[config.mk]
export PLATFORM = sky130hd
export DESIGN_NAME = ptp_tsfifo
export DESIGN_NICKNAME = d
export VERILOG_FILES = /design/src/rtl/ptp_tsfifo_pkg.sv /design/src/rtl/ptp_tsf_filter.sv /design/src/rtl/ptp_tsf_store.sv /design/src/rtl/ptp_tsfifo.sv
export SDC_FILE = /design/constraint.sdc
export NUM_CORES = 2
export LEC_CHECK = 0
export BUFFER_PORTS_ARGS = -buffer_cell sky130_fd_sc_hd__buf_2
export CELL_PAD_IN_SITES_DETAIL_PLACEMENT = 0
export CELL_PAD_IN_SITES_GLOBAL_PLACEMENT = 2
export CORE_MARGIN = 10
export CORE_UTILIZATION = 46
export DETAILED_ROUTE_END_ITERATION = 12
export HOLD_SLACK_MARGIN = 0.12
export PLACE_DENSITY_LB_ADDON = 0.1
export SLEW_MARGIN = 10
export SYNTH_ARGS = -nofsm -noshare
export SYNTH_HDL_FRONTEND = slang
export SYNTH_SLANG_ARGS = --single-unit
[constraint.sdc]
create_clock -name clk -period 10.9 [get_ports clk]
set_clock_uncertainty 0.1 [all_clocks]
set_input_delay 0.545 -clock clk [delete_from_list [all_inputs] [get_ports clk]]
set_output_delay 0.545 -clock clk [all_outputs]
set_load 0.1 [all_outputs]
[src/rtl/ptp_tsfifo_pkg.sv]
package ptp_tsfifo_pkg;
    localparam int TYPE_W = 4;
    localparam int DOM_W  = 8;
    localparam int SEQ_W  = 16;
    localparam int TS_W   = 64;
    localparam int MASK_W = 1 << TYPE_W;

    typedef struct packed {
        logic [TYPE_W-1:0] msg_type;
        logic [DOM_W-1:0]  domain;
        logic [SEQ_W-1:0]  seq_id;
        logic [TS_W-1:0]   stamp;
    } ts_rec_t;
endpackage

[src/rtl/ptp_tsf_filter.sv]
module ptp_tsf_filter
    import ptp_tsfifo_pkg::*;
#(
    parameter int ADJ_W = 32
) (
    input  logic              in_valid,
    input  logic [TYPE_W-1:0] in_type,
    input  logic [MASK_W-1:0] type_mask,
    input  logic [ADJ_W-1:0]  adj,
    input  logic [TS_W-1:0]   time_now,
    output logic              hit,
    output logic [TS_W-1:0]   stamp
);
    logic [TS_W-1:0] adj_ext;

    always_comb begin
        hit     = in_valid & type_mask[in_type];
        adj_ext = {{(TS_W-ADJ_W){adj[ADJ_W-1]}}, adj};
        stamp   = time_now + adj_ext;
    end
endmodule

[src/rtl/ptp_tsf_store.sv]
module ptp_tsf_store
    import ptp_tsfifo_pkg::*;
#(
    parameter int DEPTH = 16,
    parameter int BATCH = 4,
    localparam int AW    = $clog2(DEPTH),
    localparam int LVL_W = $clog2(DEPTH + 1),
    localparam int CNT_W = $clog2(BATCH + 1)
) (
    input  logic                   clk,
    input  logic                   rst_n,
    input  logic                   clr,
    input  logic                   push,
    input  ts_rec_t                push_rec,
    input  logic [CNT_W-1:0]       pop_cnt,
    output logic [LVL_W-1:0]       level,
    output ts_rec_t [BATCH-1:0]    head
);
    typedef struct packed {
        logic [AW-1:0]    wr;
        logic [AW-1:0]    rd;
        logic [LVL_W-1:0] lvl;
    } ptr_t;

    ptr_t    ptr_d, ptr_q;
    ts_rec_t mem_q [DEPTH];

    always_comb begin
        ptr_d = ptr_q;
        if (clr) begin
            ptr_d = '0;
        end else begin
            ptr_d.wr  = ptr_q.wr + AW'(push);
            ptr_d.rd  = ptr_q.rd + AW'(pop_cnt);
            ptr_d.lvl = ptr_q.lvl + LVL_W'(push) - LVL_W'(pop_cnt);
        end
    end

    always_ff @(posedge clk or negedge rst_n) begin
        if (!rst_n) ptr_q <= '0;
        else        ptr_q <= ptr_d;
    end

    always_ff @(posedge clk) begin
        if (push && !clr) mem_q[ptr_q.wr] <= push_rec;
    end

    assign level = ptr_q.lvl;

    for (genvar i = 0; i < BATCH; i++) begin : g_head
        assign head[i] = mem_q[ptr_q.rd + AW'(i)];
    end
endmodule

[src/rtl/ptp_tsfifo.sv]
module ptp_tsfifo
    import ptp_tsfifo_pkg::*;
#(
    parameter int DEPTH = 16,
    parameter int BATCH = 4,
    parameter int ADJ_W = 32,
    localparam int LVL_W = $clog2(DEPTH + 1),
    localparam int CNT_W = $clog2(BATCH + 1)
) (
    input  logic                     clk,
    input  logic                     rst_n,
    input  logic                     cfg_we,
    input  logic [MASK_W-1:0]        cfg_mask,
    input  logic [ADJ_W-1:0]         cfg_adj,
    input  logic                     cap_valid,
    input  logic [TYPE_W-1:0]        cap_type,
    input  logic [DOM_W-1:0]         cap_domain,
    input  logic [SEQ_W-1:0]         cap_seq,
    input  logic [TS_W-1:0]          time_now,
    input  logic                     rd_req,
    input  logic                     rd_clr,
    output logic                     rsp_valid,
    output logic [3:0]               rsp_count,
    output logic [BATCH*TYPE_W-1:0]  rsp_type,
    output logic [BATCH*DOM_W-1:0]   rsp_domain,
    output logic [BATCH*SEQ_W-1:0]   rsp_seq,
    output logic [BATCH*32-1:0]      rsp_ts_hi,
    output logic [BATCH*32-1:0]      rsp_ts_lo,
    output logic                     overflow
);
    typedef struct packed {
        logic [MASK_W-1:0]   mask;
        logic [ADJ_W-1:0]    adj;
        logic                ovf;
        logic                rsp_v;
        logic [3:0]          rsp_n;
        ts_rec_t [BATCH-1:0] rsp;
    } st_t;

    st_t                 st_d, st_q;
    logic                hit;
    logic [TS_W-1:0]     stamp;
    logic                full;
    logic                push;
    logic [CNT_W-1:0]    take;
    logic [LVL_W-1:0]    level;
    ts_rec_t             new_rec;
    ts_rec_t [BATCH-1:0] head;

    ptp_tsf_filter #(.ADJ_W(ADJ_W)) u_filter (
        .in_valid  (cap_valid),
        .in_type   (cap_type),
        .type_mask (st_q.mask),
        .adj       (st_q.adj),
        .time_now  (time_now),
        .hit       (hit),
        .stamp     (stamp)
    );

    ptp_tsf_store #(.DEPTH(DEPTH), .BATCH(BATCH)) u_store (
        .clk      (clk),
        .rst_n    (rst_n),
        .clr      (rd_clr),
        .push     (push),
        .push_rec (new_rec),
        .pop_cnt  (take),
        .level    (level),
        .head     (head)
    );

    always_comb begin
        new_rec = '{msg_type: cap_type, domain: cap_domain, seq_id: cap_seq, stamp: stamp};
        full    = (level == LVL_W'(DEPTH));
        push    = hit && !full && !rd_clr;
        take    = '0;
        if (rd_req && !rd_clr)
            take = (level >= LVL_W'(BATCH)) ? CNT_W'(BATCH) : CNT_W'(level);

        st_d       = st_q;
        st_d.rsp_v = rd_req && !rd_clr;
        if (cfg_we) begin
            st_d.mask = cfg_mask;
            st_d.adj  = cfg_adj;
        end
        if (rd_clr)            st_d.ovf = 1'b0;
        else if (hit && full)  st_d.ovf = 1'b1;
        if (rd_req && !rd_clr) begin
            st_d.rsp_n = 4'(take);
            for (int i = 0; i < BATCH; i++)
                st_d.rsp[i] = (CNT_W'(i) < take) ? head[i] : '0;
        end
    end

    always_ff @(posedge clk or negedge rst_n) begin
        if (!rst_n) st_q <= '0;
        else        st_q <= st_d;
    end

    assign rsp_valid = st_q.rsp_v;
    assign rsp_count = st_q.rsp_n;
    assign overflow  = st_q.ovf;

    for (genvar i = 0; i < BATCH; i++) begin : g_slot
        assign rsp_type[i*TYPE_W +: TYPE_W] = st_q.rsp[i].msg_type;
        assign rsp_domain[i*DOM_W +: DOM_W] = st_q.rsp[i].domain;
        assign rsp_seq[i*SEQ_W +: SEQ_W]    = st_q.rsp[i].seq_id;
        assign rsp_ts_hi[i*32 +: 32]        = st_q.rsp[i].stamp[63:32];
        assign rsp_ts_lo[i*32 +: 32]        = st_q.rsp[i].stamp[31:0];
    end
endmodule

==> impl_metrics.ini <==
[critical_path]
r2r_slack_ns = 5.18
endpoint_kind = flip-flop
r2r.worst_path.cells = 8
setup.worst_path.class = flip-flop to flip-flop
critPathRequiredTime_ns = 11.59
rr_endpoint = rsp_ts_lo[89]$_DFFE_PN0N_
worst_path_largest_cell_delay_ns = 0.94
crit_chain = buf_12 -> buf_4 -> buf_4 -> buf_4 -> mux2i_1 -> mux4_2 -> mux2i_1 -> a22o_1
critical-path-top-cell-by-count = sky130_fd_sc_hd__buf_4
crit_arrival_ns = 6.42
timing.critical_path.fanout_max = 135
worst_path_max_delay_cell = sky130_fd_sc_hd__dfrtp_4
start_kind = flip-flop
critical_path.reg2reg.startpoint = u_store.ptr_q[5]$_DFF_PN0_

[sta]
hold_viol = 0
final_max_slew_viol_count = 0
finalWorstPathRequiredPeriod_ns = 5.72
final-setup-viol-count = 0
fmaxAchievable_mhz = 175
tightest_slew_ns = 1.33
final.setup.worst_slack_ns = 5.18
unrepaired_setup_endpoints_after_global_routing = no
max_slew_margin_pct = 11.3
tns_ns = 0
final.period_utilization_pct = 52.5

[floorplan]
die_width_um = 504
die_outline_area_sq_um = 254000
core_area_sq_um = 233000
floorplan.initialDensity_pct = 46.3
placement_rows = 177
die_height_um = 504
io_pins = 520

[clocking]
numCtsBuffers = 213
ctsRootBufferMaster = sky130_fd_sc_hd__clkbuf_16
clock_sink_count = 1906
clock_path_buffers = 3
clk_latency_ns = 0.87
cts_tree = yes
post_cts_buffers = 0
htree_num_levels = 4
clk_pin_slew_ns = 0.06

[drt]
totalWireLength_mm = 359
drc = 0
first_pass_iters = 6
first_iter_violations = 7308
via_count_of_the_routed_design = 69100
average_wire_per_standard_cell_um = 33.9
number_of_vias_per_cell_after_detailed_routing = 6.53
drtAntennaViolNets = 0

[logic_synthesis]
ys_seq_elements = 1906
yosysTopAreaCellShare_pct = 40.9
average_cell_area_after_synthesis_sq_um = 14.9
yosysWarnings = 0
synth.top_cells.by_area = sky130_fd_sc_hd__edfxtp_1 41%, sky130_fd_sc_hd__mux4_2 23%, sky130_fd_sc_hd__dfrtp_1 10%, sky130_fd_sc_hd__mux2i_1 8.5%, sky130_fd_sc_hd__nand2_1 3.4%
synth_edf_count = 1472
synth_sequential_area_ratio_pct = 51.0
dominantRegCellSynth = sky130_fd_sc_hd__edfxtp_1
async_reset_ff_share_pct = 22.8
syn-cell-area_sq_um = 108000
post-synth-top-area-cell = sky130_fd_sc_hd__edfxtp_1
synthesis.instances = 7234
netlist-cell-type-count = 73

[place]
post-dp-hpwl_mm = 206
io_buffers = 518
place_worst_setup_slack_ns = 5.03
globalplace.congestion = 0.822
place_area_sq_um = 111000

[layout]
final_util_pct = 51.2
fin_nets = 7479
fillers = 19600
synthToLayoutAreaGrowth_pct = 10.6
layout.cells.most_common = sky130_fd_sc_hd__edfxtp_1
area_of_all_sequential_standard_cells_sq_um = 55100
final_layout_size_suffix_gt1_share_pct = 30.0
multiInputGateArea_sq_um = 48100
stdcell_area_sq_um = 119000
layout_common_cells = 1472 x sky130_fd_sc_hd__edfxtp_1, 1109 x sky130_fd_sc_hd__mux4_2, 984 x sky130_fd_sc_hd__nand2_1

[global_routing]
globalRouteOverflowTotal = 0
vias_in_the_first_global_route = 69900
grt_start_max_net_pins = 158
antenna_violations_before_repair = 18
gr-usage-all-layers_pct = 27.5
global_route_wire_length_before_repair_mm = 515

[run_status]
run_status = complete, no violations

[hold_path]
hold_removal_path_class = primary input to async pin

[power_and_ir_drop]
leakagePower_uw = 0.0401
worst_ir_drop_vdd_v = 0.000313
power.density_nw_per_um2 = 226

[run]
cap_violations = 0
==> flip-flops by register name (all words and copies together) (netlist names) <==
signal         count
u_store.mem_q   1472
rsp_ts_hi        128
rsp_ts_lo        128
rsp_seq           64
st_q              48
rsp_domain        32
rsp_type          16
u_store.ptr_q      8
u_store.level      5
rsp_count          3
overflow           1
rsp_valid          1
==> cell families (layout without fill, tap and decap cells) <==
group	Yosys count	after routing	synth area share, %
adder cells (fa/ha/maj)	81	81	0.960
buffers and inverters	964	1172	4.88
multiplexers	2078	2078	32.2
XOR/XNOR	74	74	0.600
AND/OR/NAND/NOR	1422	1422	5.69
other	2	12	0.00696
AO/OA/AOI/OAI	707	707	4.68
flip-flops	1906	1906	51.0
==> cells in the mapped netlist (all sizes together), types with 3 or more instances <==
library cell and n:
mux2 49, inv 20, o21ai 233, nand4 14
and2 6, a31oi 8, xor2 28, a211oi 11
nor2 75, nand2b 8, o41ai 3, fa 3
o21a 7, a21oi 92, nor4 4, nand3b 94
xnor2 46, a21boi 4, dfrtp 434, and3 7
clkbuf 289, a32o 92, nand3 203, mux2i 920
mux4 1109, a311oi 4, nor2b 10, a22o 184
o21bai 16, buf 654, nand2 984, nor3 13
a21o 26, edfxtp 1472, o211ai 5, ha 78
==> through the flow <==
stage	power, uW	instances	hold slack (ns)
after detailed placement	19600	10100	0.365
after floorplan	17600	7235	0.149
after global routing	27900	10600	0.168
final	26900	10600	0.150
after global placement	19500	10100	0.359
after CTS	27100	10600	0.146
==> where the power goes <==
part           total (uW)  switching (uW)  internal (uW)
clock                7520            3100           4430
combinational        9910            7650           2260
sequential           9510             673           8840
total               26900           11400          15500
==> per-layer routing <==
layer | GRT usage (%) | routed length, um | up-vias
met5 | 0 | 27 | -
met4 | 7.19 | 9840 | 4
met3 | 4.79 | 27000 | 507
met2 | 44.3 | 170000 | 3092
met1 | 38.9 | 152000 | 37000
li1 | - | - | 28600
==> critical path: cells and delay by family (launching register included) <==
family	cells	cell delay [ns]
muxes	3	1.02
DFF	1	0.94
AOI/OAI and AO/OA	1	0.17
buffers and inverters	4	3.21
==> how the worst max path moves through the flow <==
stage / startpoint / end / depth (start not counted)
detailed placement: time_now[12] / u_store.mem_q[10][43]$_DFFE_PP_ / 9
global placement: u_store.ptr_q[5]$_DFF_PN0_ / rsp_ts_hi[99]$_DFFE_PN0N_ / 9
CTS: u_store.ptr_q[5]$_DFF_PN0_ / rsp_ts_hi[99]$_DFFE_PN0N_ / 9
finish: u_store.ptr_q[5]$_DFF_PN0_ / rsp_ts_lo[89]$_DFFE_PN0N_ / 8
global route: u_store.ptr_q[5]$_DFF_PN0_ / rsp_ts_lo[89]$_DFFE_PN0N_ / 8
floorplan: cap_type[0] / u_store.mem_q[12][0]$_DFFE_PP_ / 6
==> timing repair <==
item	4_1_cts	5_1_grt
gates resized for setup	0	0
hold buffers	81	0
endpoints found under the hold margin	567	0
endpoints found under the setup margin	0	0
==> area by class of cell <==
| type | count | share of cell area [%] |
|---|---|---|
| diodes | 9 | 0.0189 |
| clock buffers | 269 | 4.81 |
| clock inverters | 137 | 1.33 |
| inverters | 21 | 0.0723 |
| multi-input cells | 4365 | 40.3 |
| flip-flops and latches | 1906 | 46.2 |
| well taps | 3132 | 3.28 |
| repair buffers | 745 | 4.06 |
Note: power is estimated with default switching activity, not from simulation.
